[src/rtl/win_pkg.sv]
package win_pkg;
   localparam int HALF_W = 16;
   localparam int WORD_W = 2 * HALF_W;

   typedef struct packed {
      logic [HALF_W-1:0] local_hi;
      logic [HALF_W-1:0] host_hi;
   } win_base_t;

   typedef struct packed {
      logic [HALF_W-1:0] replace;
      logic [HALF_W-1:0] keep;
   } win_mask_t;
endpackage

[src/rtl/win_regs.sv]
module win_regs
   import win_pkg::*;
#(
   parameter int OFF_W    = 8,
   parameter int OFF_CTRL = 'h0,
   parameter int OFF_BASE = 'h8,
   parameter int OFF_MASK = 'hC,
   parameter int EN_A_BIT = 8,
   parameter int EN_B_BIT = 10
) (
   input  logic              clk,
   input  logic              rst_n,
   input  logic              we,
   input  logic [OFF_W-1:0]  off,
   input  logic [WORD_W-1:0] wdata,
   output logic              win_en,
   output win_base_t         base_q,
   output win_mask_t         mask_q
);
   localparam logic [OFF_W-1:0] SEL_C = OFF_W'(OFF_CTRL);
   localparam logic [OFF_W-1:0] SEL_B = OFF_W'(OFF_BASE);
   localparam logic [OFF_W-1:0] SEL_M = OFF_W'(OFF_MASK);

   initial begin
      assert (EN_A_BIT < WORD_W && EN_B_BIT < WORD_W && EN_A_BIT != EN_B_BIT)
         else $error("win_regs: enable bit positions invalid");
      assert (OFF_CTRL != OFF_BASE && OFF_CTRL != OFF_MASK && OFF_BASE != OFF_MASK)
         else $error("win_regs: offsets must differ");
      assert (OFF_MASK < (1 << OFF_W) && OFF_BASE < (1 << OFF_W) && OFF_CTRL < (1 << OFF_W))
         else $error("win_regs: offset exceeds decode width");
   end

   logic       hit_c, hit_b, hit_m;
   logic [1:0] en_q;

   assign hit_c = we && (off == SEL_C);
   assign hit_b = we && (off == SEL_B);
   assign hit_m = we && (off == SEL_M);

   always_ff @(posedge clk) begin
      if (!rst_n) begin
         en_q   <= '0;
         base_q <= '0;
         mask_q <= '0;
      end else begin
         if (hit_c) en_q   <= {wdata[EN_B_BIT], wdata[EN_A_BIT]};
         if (hit_b) base_q <= win_base_t'(wdata);
         if (hit_m) mask_q <= win_mask_t'(wdata);
      end
   end

   assign win_en = &en_q;

   AST_STRAY_WRITE: assert property (@(posedge clk) disable iff (!rst_n)
      (we && !hit_c && !hit_b && !hit_m) |=> ($stable(base_q) && $stable(mask_q) && $stable(win_en)))
      else $error("stray write changed a register");

   AST_BASE_LANDS: assert property (@(posedge clk) disable iff (!rst_n)
      hit_b |=> (base_q == $past(wdata)))
      else $error("base write not visible next cycle");

   AST_MASK_LANDS: assert property (@(posedge clk) disable iff (!rst_n)
      hit_m |=> (mask_q == $past(wdata)))
      else $error("mask write not visible next cycle");
endmodule

[src/rtl/win_match.sv]
module win_match #(
   parameter int UW = 16
) (
   input  logic          en,
   input  logic [UW-1:0] up,
   input  logic [UW-1:0] host_hi,
   input  logic [UW-1:0] keep,
   output logic          hit
);
   logic [UW-1:0] diff;

   for (genvar i = 0; i < UW; i++) begin : g_bit
      assign diff[i] = ~keep[i] & (up[i] ^ host_hi[i]);
   end

   assign hit = en & ~|diff;
endmodule

[src/rtl/win_remap.sv]
module win_remap #(
   parameter int UW = 16
) (
   input  logic [UW-1:0] up,
   input  logic [UW-1:0] local_hi,
   input  logic [UW-1:0] replace,
   input  logic [UW-1:0] keep,
   output logic [UW-1:0] mapped
);
   for (genvar i = 0; i < UW; i++) begin : g_bit
      assign mapped[i] = replace[i] ? local_hi[i] : (keep[i] & up[i]);
   end
endmodule

[src/rtl/win_xlate_top.sv]
module win_xlate_top
   import win_pkg::*;
#(
   parameter int ADDR_W    = 32,
   parameter int GRAN_LOG2 = 16,
   parameter int OFF_W     = 8,
   parameter bit OUT_REG   = 1'b1
) (
   input  logic              clk,
   input  logic              rst_n,
   input  logic              cfg_we,
   input  logic [OFF_W-1:0]  cfg_off,
   input  logic [WORD_W-1:0] cfg_wdata,
   input  logic              req_valid,
   input  logic [ADDR_W-1:0] req_addr,
   output logic              rsp_valid,
   output logic              rsp_hit,
   output logic [ADDR_W-1:0] rsp_addr
);
   localparam int UW = ADDR_W - GRAN_LOG2;

   initial begin
      assert (UW == HALF_W && GRAN_LOG2 > 0)
         else $error("win_xlate_top: upper field must match register half width");
   end

   logic              win_en;
   win_base_t         base_q;
   win_mask_t         mask_q;
   logic              hit_c;
   logic [UW-1:0]     up_c, mapped_c;
   logic [ADDR_W-1:0] addr_c;

   win_regs #(.OFF_W(OFF_W)) u_regs (
      .clk    (clk),
      .rst_n  (rst_n),
      .we     (cfg_we),
      .off    (cfg_off),
      .wdata  (cfg_wdata),
      .win_en (win_en),
      .base_q (base_q),
      .mask_q (mask_q)
   );

   assign up_c = req_addr[ADDR_W-1:GRAN_LOG2];

   win_match #(.UW(UW)) u_match (
      .en      (win_en),
      .up      (up_c),
      .host_hi (base_q.host_hi),
      .keep    (mask_q.keep),
      .hit     (hit_c)
   );

   win_remap #(.UW(UW)) u_remap (
      .up       (up_c),
      .local_hi (base_q.local_hi),
      .replace  (mask_q.replace),
      .keep     (mask_q.keep),
      .mapped   (mapped_c)
   );

   assign addr_c = (req_valid && hit_c) ? {mapped_c, req_addr[GRAN_LOG2-1:0]} : '0;

   if (OUT_REG) begin : g_reg
      always_ff @(posedge clk) begin
         if (!rst_n) begin
            rsp_valid <= 1'b0;
            rsp_hit   <= 1'b0;
            rsp_addr  <= '0;
         end else begin
            rsp_valid <= req_valid;
            rsp_hit   <= req_valid && hit_c;
            rsp_addr  <= addr_c;
         end
      end

      AST_VALID_FOLLOWS: assert property (@(posedge clk) disable iff (!rst_n)
         req_valid |=> rsp_valid)
         else $error("response missing one cycle after request");

      AST_IDLE_QUIET: assert property (@(posedge clk) disable iff (!rst_n)
         !rsp_valid |-> (!rsp_hit && rsp_addr == '0))
         else $error("outputs active without valid");

      AST_MISS_ZERO: assert property (@(posedge clk) disable iff (!rst_n)
         !rsp_hit |-> (rsp_addr == '0))
         else $error("miss drove a nonzero address");

      AST_HIT_NEEDS_EN: assert property (@(posedge clk) disable iff (!rst_n)
         rsp_hit |-> $past(win_en))
         else $error("hit while window disabled");

      AST_LOW_PASS: assert property (@(posedge clk) disable iff (!rst_n)
         rsp_hit |-> (rsp_addr[GRAN_LOG2-1:0] == $past(req_addr[GRAN_LOG2-1:0])))
         else $error("low address bits altered");
   end else begin : g_comb
      assign rsp_valid = req_valid;
      assign rsp_hit   = req_valid && hit_c;
      assign rsp_addr  = addr_c;

      AST_MISS_ZERO_C: assert property (@(posedge clk) disable iff (!rst_n)
         !rsp_hit |-> (rsp_addr == '0))
         else $error("miss drove a nonzero address");

      AST_HIT_NEEDS_EN_C: assert property (@(posedge clk) disable iff (!rst_n)
         rsp_hit |-> win_en)
         else $error("hit while window disabled");
   end
endmodule

[config.mk]
export PLATFORM = sky130hd
export DESIGN_NAME = win_xlate_top
export DESIGN_NICKNAME = d
export VERILOG_FILES = /design/src/rtl/win_pkg.sv /design/src/rtl/win_regs.sv /design/src/rtl/win_match.sv /design/src/rtl/win_remap.sv /design/src/rtl/win_xlate_top.sv
export SDC_FILE = /design/constraint.sdc
export NUM_CORES = 1
export LEC_CHECK = 0
export CORE_MARGIN = 5
export CORE_UTILIZATION = 25
export DETAILED_ROUTE_END_ITERATION = 8
export PLACE_DENSITY = 0.58
export SYNTH_ARGS = -nofsm -noshare
export SYNTH_HDL_FRONTEND = slang
export SYNTH_HIERARCHICAL = 1
export SYNTH_SLANG_ARGS = --single-unit
[constraint.sdc]
create_clock -name clk -period 3.6 [get_ports clk]
set_clock_uncertainty 0.15 [all_clocks]
set_input_delay 0.36 -clock clk [delete_from_list [all_inputs] [get_ports clk]]
set_output_delay 0.36 -clock clk [all_outputs]
set_load 0.01 [all_outputs]
==> flow_summary.yaml, run 1 <==
run_status:
  status: "complete, no violations"
timing:
  max_freq_ghz: 0.5118
  whs_ns: 0.3119
  layout_setup_ws_ns: 1.646
  final_max_slew_viol_count: 0
  grt_setup_unrepaired: "false"
  final_hold_viol_count: 0
  slew-limit-headroom: 0.3631
  timing.final.crit_period_ns: 1.954
  final.period_utilization: 0.5428
  setup_viol_count_final: 0
  timing_worst_slew_pin_value_ns: 0.9523
  final.setup.tns_ns: 0
die:
  core_ar_sq_um: 15830
  die-width_um: 136.7
  num_io_pins: 110
  start_util: 0.2534
  die_height_um: 136.7
  fp.dieArea_sq_um: 18670
  rows: 46
routing:
  drt_drc_violations_left: 0
  drt-initial-drc-count: 71
  antenna_violating_nets_post_route: 0
  number_of_detailed_routing_iterations_run_before_antenna_repair: 4
  via_count: 3114
  detail_route.wl_per_cell_um: 14.22
  vias_per_cell: 4.266
  detail_route.wirelength_mm: 10.38
setup_path:
  worst-path-max-fanout: 33
  setup.worst_path.end_class: "flip-flop"
  required_ns: 3.72
  critPathKind: "in -> reg"
  regToRegEndpoint: "rsp_addr[21]$_SDFF_PN0_"
  cp_data_arrival_time_ns: 2.08
  start_kind: "input port"
  worstRegToRegCells: 6
  timing.critical_path.from: "req_addr[30]"
  regToRegSetupSlack_ns: 1.80
  reg2reg_from: "u_regs/base_q[14]$_SDFFE_PN0P_"
power:
  power.ir.vdd_worst_mv: 0.2373
  power_density_over_the_cells_nw_per_um2: 400.1
  power_mw: 2.210
  leakage_power_nw: 2.378
clock_tree:
  cts_root_buf: "clkbuf_16"
  cts.htree.levels: 3
  number_of_gates_resized_after_cts: 0
  tritoncts_clock_tree: "yes"
  cts_num_sinks: 100
  cts_max_path_buffers: 2
  clock_insertion_delay_worst_skew_ns: 0.34
  cts.repair_timing.setup_buffer_count: 0
  cts_made_buffers: 9
  cts_hold_repair.buffers: 0
  cts.clk_slew.worst_paths_ns: 0.07
logic_synthesis:
  ys_seq_elements: 100
  synth_seq_area_share: 0.4992
  synth_area_per_cell_sq_um: 9.781
  syn_area_sq_um: 4010
  synthesis.instances: 410
  synth_flop_cell: "dfxtp_1"
  synthDistinctLibCells: 24
  mappedNetlistNets: 486
  synth-edff-count: 0
  ys.warnings.count: 6
  synthArstFlopShare: 0
placed_design:
  place.detailed.instances: 714
  worst_slack_after_detailed_placement_ns: 1.265
  place_hpwl_mm: 7.584
  gp_congestion: 0.6639
  numPortBuffers: 109
min_path:
  worstHoldPathType: "reg -> reg"
  hold_path_depth: 2
  endpoint_of_the_worst_hold_timing_path: "u_regs/en_q[0]$_SDFFE_PN0P_"
  timing.hold.worst.start: "u_regs/en_q[0]$_SDFFE_PN0P_"
global_route:
  grtUsageTotal: 0.1153
  globalRoute.totalOverflow: 0
  antenna_found_initial: 1
  grt_first_pass_wirelength_mm: 16.63
  grt_pass1_vias: 3224
  largest_net_degree_at_the_start_of_global_routing: 101
layout:
  mostFrequentLayoutCells: "nand2_1 (130), clkdlybuf4s50_1 (108), dfxtp_1 (100)"
  final_cells: 730
  insertedDiodeCount: 0
  syn2layout_area_growth_pct: 37.72
  layout_commonest_cell: "nand2_1"
  share_of_layout_cells_above_drive_strength_1: 0.05447
  layout.nets: 585
job:
  max_cap_viol_count: 0
[registers in the layout (all words and copies together), names as in the netlist]
register,flops
rsp_hit,1
rsp_addr,32
u_regs/base_q,32
u_regs/mask_q,32
rsp_valid,1
u_regs/en_q,2
[worst max-delay path by stage]
stage	end	slack, ns	cells after the start
2_1_floorplan	u_regs/base_q[0]$_SDFFE_PN0P_	2.10	4
6_report	rsp_addr[21]$_SDFF_PN0_	1.65	7
3_5_place_dp	rsp_addr[21]$_SDFF_PN0_	1.26	7
3_3_place_gp	rsp_addr[22]$_SDFF_PN0_	1.27	7
5_1_grt	rsp_addr[22]$_SDFF_PN0_	1.53	7
4_1_cts	rsp_addr[21]$_SDFF_PN0_	1.63	7
[synthesized netlist by cell type, types with 2 or more instances]
| cell type | number | area (sq um) |
|---|---|---|
| clkbuf_1 | 9 | 33.78 |
| mux2i_1 | 66 | 660.6 |
| nor2_1 | 4 | 15.01 |
| o22ai_1 | 7 | 43.79 |
| o21ai_1 | 16 | 80.08 |
| and2_1 | 2 | 12.51 |
| and4_1 | 32 | 280.3 |
| buf_6 | 9 | 101.4 |
| xnor2_1 | 16 | 140.1 |
| dfxtp_1 | 100 | 2002 |
| buf_2 | 7 | 35.03 |
| nand2_1 | 130 | 488.0 |
[metal layers]
metal / part of all wire / vias to the layer above / GRT usage
met3: 0.063 / 15 / 0.04081
met2: 0.47 / 76 / 0.1846
li1: - / 1595 / -
met1: 0.45 / 1426 / 0.1438
met5: 0.0013 / - / 0
met4: 0.016 / 2 / 0.03975
[power by group]
| part | internal (mW) | switching [mW] |
|---|---|---|
| registers | 1.11 | 0.000691 |
| logic | 0.0897 | 0.0627 |
| clock network | 0.536 | 0.413 |
| total | 1.73 | 0.477 |
[cell type report]
class                           instances  area (sq um)
Fill cell                            1631         10300
Sequential cell                       100          2002
Multi-Input combinational cell        284          1833
Timing Repair Buffer                  114          1126
Tap cell                              216         270.3
Clock buffer                            9         225.2
Clock inverter                          7         66.31
[stage by stage]
step / area [sq um] / utilization
floorplan: 4010 / -
global placement: 5231 / 0.3305
detailed placement: 5231 / 0.3305
CTS: 5523 / 0.3489
global route: 5523 / 0.3489
finish: 5523 / 0.3489
[cells by family after synthesis]
logic type,after synthesis,share of synthesized area
compound gates,24,0.03214
flops,100,0.4992
simple gates,178,0.2253
xor+xnor,16,0.03494
mux,66,0.1647
buf+inv,26,0.04368
[critical path: stages]
cell and delay [ns]:
clkdlybuf4s50_1 0.50, xnor2_1 0.14, o22ai_1 0.13, nor3_2 0.22
and4_1 0.19, buf_4 0.27, and4_1 0.27
(Power assumes the default switching activity.)
==> run 2, diff against run 1 <==
- clock period: 3.6 -> 1.8 ns (I/O delays scaled with it)
==> run 2 against run 1 <==
Compared with the run above: critical path depth is 1 lower; sequential power increased by 100%; routed wire length rose by 0.71%; critical endpoint is now rsp_addr[22]$_SDFF_PN0_; sequential cell count did not move; final area increased by 2.9%; final cell count grew 2.3%; sequential share of layout area is 1.0 points lower; global-route usage is essentially flat; first-iteration DRC count up 21%; power is 97% higher; hold slack lost 0.20 ns.
==> flow_summary.yaml, run 2 (same netlist as run 1, synthesis figures left out) <==
run_status:
  status: "complete, no violations"
die:
  fp.dieArea_sq_um: 18670
  rows: 46
  start_util: 0.2534
  num_io_pins: 110
  die_height_um: 136.7
  core_ar_sq_um: 15830
  die-width_um: 136.7
routing:
  drt-initial-drc-count: 86
  vias_per_cell: 4.210
  antenna_violating_nets_post_route: 0
  met3RoutedLength_um: 659
  via_count: 3145
  detail_route.wl_per_cell_um: 14.00
  number_of_detailed_routing_iterations_run_before_antenna_repair: 4
  wl_met1_mm: 4.694
  highest_metal_layer_with_signal_wires: "met4"
  met2_wirelength_mm: 4.969
  drt_drc_violations_left: 0
  detail_route.wirelength_mm: 10.46
layout:
  insertedDiodeCount: 0
  multiInputGateArea_sq_um: 1836
  layout_commonest_cell: "nand2_1"
  sequential_cell_area_sq_um: 2002
  syn2layout_area_growth_pct: 41.78
  mostFrequentLayoutCells: "nand2_1 (130), clkdlybuf4s50_1 (108), dfxtp_1 (100)"
  final_cells: 747
  layout.nets: 602
  share_of_layout_cells_above_drive_strength_1: 0.08475
  largest_registers: "rsp_addr (32), u_regs/base_q (32), u_regs/mask_q (32)"
  fill_cell_total_of_the_finished_layout: 1601
power:
  internal_power_mw: 3.367
  power_density_over_the_cells_nw_per_um2: 766.1
  switching_share: 0.2269
  power_switching_uw: 988.3
  pwr-share-comb: 0.076
  power.ir.vdd_worst_mv: 0.4395
  power_frac_clock: 0.415
  leakage_power_nw: 2.478
  seq_power_share: 0.509
global_route:
  largest_net_degree_at_the_start_of_global_routing: 77
  grt_first_pass_wirelength_mm: 16.57
  antenna_found_initial: 0
  grtUsageTotal: 0.1156
  grt_pass1_vias: 3229
  globalRoute.totalOverflow: 0
clock_tree:
  cts.htree.levels: 3
  cts_max_path_buffers: 2
  cts_made_buffers: 9
  cts_hold_repair.buffers: 0
  cts_num_sinks: 100
  cts_root_buf: "clkbuf_16"
  clock_insertion_delay_worst_skew_ns: 0.35
  tritoncts_clock_tree: "yes"
  cts.clk_slew.worst_paths_ns: 0.07
  number_of_gates_resized_after_cts: 0
  cts.repair_timing.setup_buffer_count: 0
setup_path:
  slowest_stage: "dfxtp_1"
  worstRegToRegCells: 6
  regToRegSetupSlack_ns: 0.10
  crit_path_cell_trace: "xnor2_1, o22ai_1, nor3_2, and4_4, buf_4, and4_1"
  critPathCapture: "rsp_addr[22]$_SDFF_PN0_"
  start_kind: "flip-flop"
  critPathKind: "reg -> reg"
  regToRegEndpoint: "rsp_addr[22]$_SDFF_PN0_"
  cp_slowest_stage_delay_ns: 0.37
  setup.worst_path.end_class: "flip-flop"
  required_ns: 1.94
  cp_data_arrival_time_ns: 1.84
  reg2reg_from: "u_regs/base_q[9]$_SDFFE_PN0P_"
  worst-path-max-fanout: 14
  timing.critical_path.from: "u_regs/base_q[9]$_SDFFE_PN0P_"
timing:
  whs_ns: 0.1091
  final.period_utilization: 0.9429
  max_freq_ghz: 0.5892
  setup_viol_count_final: 0
  final_hold_viol_count: 0
  timing.final.crit_period_ns: 1.697
  timing_worst_slew_pin_value_ns: 0.3527
  grt_setup_unrepaired: "false"
  slew-limit-headroom: 0.7631
  final_max_slew_viol_count: 0
min_path:
  timing.hold.worst.start: "rst_n"
  worstHoldPathType: "in -> reg"
placed_design:
  place_hpwl_mm: 7.916
  gp_congestion: 0.7195
  numPortBuffers: 109
  place.detailed.instances: 731
job:
  max_cap_viol_count: 0
-- run 2: cell count changes in the layout (fill, tap and decap cells not counted), moves of 2 or more --
cell | before | now
buf_12 | 0 | 4
clkinv_2 | 4 | 2
inv_6 | 1 | 4
buf_4 | 6 | 19
-- run 2: critical path, delay by kind of cell, from the launching register on --
kind	cells	cell delay, ns
AOI/OAI and AO/OA	1	0.11
xor gates and xnor gates	1	0.13
buffers and inverters	1	0.18
DFF	1	0.37
and+or+nand+nor	3	0.69
-- run 2: per-stage QoR --
step	setup slack (ns)	util	power [mW]	area (sq um)	setup TNS [ns]
after floorplan	0.3444	-	2.373	4010	0
after global placement	-0.2446	0.3417	2.596	5409	-8.353
after detailed placement	-0.3172	0.3417	2.601	5409	-11.27
after CTS	0.0003266	0.3591	4.439	5683	0
after global routing	0.0007903	0.3592	4.554	5685	0
final	0.1028	0.3592	4.355	5685	0
-- run 2: cell type report --
class | count | area share
sequential | 100 | 0.3521
multi-input combinational | 284 | 0.3228
clock inverter | 6 | 0.007923
clock buffer | 10 | 0.04027
tap | 216 | 0.04754
timing repair buffer | 131 | 0.2293
-- run 2: worst min path at each step --
stage                                           endpoint  cells past startpoint
after floorplan            u_regs/base_q[0]$_SDFFE_PN0P_                      2
after global placement       u_regs/en_q[0]$_SDFFE_PN0P_                      2
after detailed placement  u_regs/base_q[25]$_SDFFE_PN0P_                      2
after CTS                 u_regs/mask_q[24]$_SDFFE_PN0P_                      3
after global routing      u_regs/mask_q[28]$_SDFFE_PN0P_                      3
final                     u_regs/mask_q[24]$_SDFFE_PN0P_                      3
-- run 2: power by group through the flow --
stage	clock, mW	sequential (mW)	combinational (mW)
3_3_place_gp	0	2.27	0.329
6_report	1.81	2.22	0.332
2_1_floorplan	0	2.27	0.106
4_1_cts	1.89	2.21	0.336
3_5_place_dp	0	2.27	0.334
5_1_grt	1.98	2.21	0.358
-- run 2: metal layers --
metal | up-vias | GRT usage
met5 | - | 0
met4 | 0 | 0.03527
met3 | 11 | 0.04044
met2 | 74 | 0.1859
met1 | 1435 | 0.1456
li1 | 1625 | -
==> run 3, diff against run 2 <==
- ABC_AREA: default -> 1
- PLACE_DENSITY: 0.58 -> 0.57
==> run 3 against run 2 <==
Compared with the run above: sequential power barely moved; final area rose by 13%; clock-buffer cell count did not move; sequential share of layout area fell by 4.0 points.
==> flow_summary.yaml, run 3 <==
run_status:
  status: "complete, no violations"
placed_design:
  worst_slack_after_detailed_placement_ns: -0.1523
  numPortBuffers: 109
  placed_area_sq_um: 6056
  place_hpwl_mm: 8.817
  gp_congestion: 0.7238
logic_synthesis:
  post-synth-top-count-cell: "nor2_1"
  ys_seq_elements: 100
  syn_area_sq_um: 4627
  top_cells_by_count_synth: "nor2_1 (170), nand2_1 (118), inv_1 (115)"
  synth_top_area_share: 0.4327
  synth_area_per_cell_sq_um: 6.896
  synth-edff-count: 0
  synth_seq_area_share: 0.4327
  ys.warnings.count: 6
  synthesis.instances: 671
  synthDistinctLibCells: 23
  synthArstFlopShare: 0
  yosys-top-cells-area: "dfxtp_1 (43%), nor2_1 (14%), nand2_1 (9.6%), inv_1 (9.3%), nand3_1 (7.9%)"
  synth_largest_area_cell: "dfxtp_1"
  mappedNetlistNets: 747
  synth_flop_cell: "dfxtp_1"
layout:
  mostFrequentLayoutCells: "nor2_1 (170), nand2_1 (118), inv_1 (115)"
  layout_commonest_cell: "nor2_1"
  insertedDiodeCount: 0
  fill_cell_total_of_the_finished_layout: 1940
  fin_area_sq_um: 6416
  syn2layout_area_growth_pct: 38.67
  share_of_layout_cells_above_drive_strength_1: 0.1220
  largest_registers: "rsp_addr (32), u_regs/base_q (32), u_regs/mask_q (32)"
  layout.nets: 866
clock_tree:
  clock_insertion_delay_worst_skew_ns: 0.35
  cts.clk_slew.worst_paths_ns: 0.07
  cts.htree.levels: 3
  tritoncts_clock_tree: "yes"
  cts_made_buffers: 9
  cts_num_sinks: 100
  cts_max_path_buffers: 2
  cts_root_buf: "clkbuf_16"
timing:
  timing_worst_slew_pin_value_ns: 0.4661
  final_hold_viol_count: 0
  final_max_slew_viol_count: 0
  grt_setup_unrepaired: "false"
  slew-limit-headroom: 0.6892
  layout_setup_ws_ns: 0.1592
  setup_viol_count_final: 0
  timing.final.crit_period_ns: 1.641
  final.period_utilization: 0.9115
  max_freq_ghz: 0.6095
global_route:
  antenna_found_initial: 1
  grt_pass1_vias: 3946
  globalRoute.totalOverflow: 0
  grtUsageTotal: 0.1196
  grt_first_pass_wirelength_mm: 20.50
  largest_net_degree_at_the_start_of_global_routing: 43
setup_path:
  start_kind: "flip-flop"
  worst-path-max-fanout: 6
  setup.worst_path.end_class: "flip-flop"
  slowest_stage: "dfxtp_1"
  crit_path_cell_trace: "or2_0, nand2_1, nand2_1, nor2_2, nand3_1, nor2_1, nand3_4, buf_4, nor2_1"
  cp_data_arrival_time_ns: 1.77
  cp_top_family: "simple AND/OR/NAND/NOR gates"
  cp_slowest_stage_delay_ns: 0.32
  critical_path_buffers_and_inverters: 1
  required_ns: 1.93
  critPathKind: "reg -> reg"
job:
  max_cap_viol_count: 0
die:
  num_io_pins: 110
  start_util: 0.2558
  core_ar_sq_um: 18090
  die_height_um: 146.0
  fp.dieArea_sq_um: 21330
  rows: 49
  die-width_um: 146.0
routing:
  drt-initial-drc-count: 246
  drt_drc_violations_left: 0
  vias_per_cell: 4.075
  detail_route.wl_per_cell_um: 12.48
  detail_route.wirelength_mm: 12.78
  antenna_violating_nets_post_route: 0
  via_count: 4173
  number_of_detailed_routing_iterations_run_before_antenna_repair: 4
min_path:
  worstHoldPathType: "in -> reg"
power:
  power_density_over_the_cells_nw_per_um2: 761.6
  leakage_power_nw: 2.677
  power.ir.vdd_worst_mv: 0.4157
-- run 3: changes by cell type after synthesis, moves of 18 or more --
cell     change
mux2i_1     -66
nand3_1     +72
inv_1      +115
and4_1      -32
nand2_2     +19
nand3_2     +18
nor2_1     +166
-- run 3: stage by stage --
stage          power (mW)  utilization  hold slack (ns)  std cells  setup TNS, ns
5_1_grt             5.084       0.3548           0.1902       1024              0
3_3_place_gp        2.685       0.3348           0.3156       1007         -3.861
3_5_place_dp        2.686       0.3348           0.3204       1007         -4.201
4_1_cts             4.963       0.3548           0.1852       1024              0
2_1_floorplan       2.420            -           0.1235        671              0
6_report            4.886       0.3548           0.1992       1024              0
-- run 3: cells by family (layout without fill, tap and decap cells) --
family          count (synthesis)  in the layout  synth area share
simple gates                  418            418            0.4135
buf+inv                       146            270            0.1447
compound gates                  7              7          0.009194
flops                         100            100            0.4327
-- run 3: final timing paths --
check | start | endpoint | slack, ns | depth (start not counted)
worst min-delay path | req_addr[13] | rsp_addr[13]$_SDFF_PN0_ | 0.20 | 3
worst max register to register | u_regs/base_q[9]$_SDFFE_PN0P_ | rsp_addr[25]$_SDFF_PN0_ | 0.16 | 9
worst max-delay path | u_regs/base_q[9]$_SDFFE_PN0P_ | rsp_addr[25]$_SDFF_PN0_ | 0.16 | 9
worst min register to register | u_regs/base_q[19]$_SDFFE_PN0P_ | u_regs/base_q[19]$_SDFFE_PN0P_ | 0.33 | 2
-- run 3: worst reg2reg max path, delay by kind of cell (launching register included) --
| kind | cells | cell delay, ns |
|---|---|---|
| buf+inv | 1 | 0.18 |
| flops | 1 | 0.32 |
| simple gates | 8 | 0.93 |
-- run 3: per-layer routing --
layer	part of all wire	routed length (um)	GRT usage
met5	0.0010	13	0
met1	0.45	5737	0.1442
met4	0.019	244	0.04704
met3	0.046	585	0.02510
met2	0.48	6194	0.2087
-- run 3: power by group --
part	total, mW	internal, mW	switching [mW]	leakage, nW
Clock	2.26	1.40	0.858	0.169
Sequential	2.22	2.22	0.00255	0.805
Combinational	0.413	0.225	0.189	1.70
Total	4.89	3.84	1.05	2.68
-- run 3: final cells by class --
cell class / count / area (sq um) / share of cell area
Clock inverter: 6 / 111.4 / 0.01736
Clock buffer: 10 / 239.0 / 0.03725
Tap cell: 229 / 286.5 / 0.04466
Inverter: 118 / 442.9 / 0.06903
Sequential cell: 100 / 2002 / 0.3120
Timing Repair Buffer: 136 / 1379 / 0.2149
Multi-Input combinational cell: 425 / 1956 / 0.3048
-- run 3: timing repair --
| item | in CTS | in global routing |
|---|---|---|
| setup buffers | 0 | 0 |
| endpoints found under the hold margin | 2 | 0 |
| hold buffers | 1 | 0 |
| gates resized for setup | 0 | 0 |
| setup endpoints to repair | 0 | 0 |
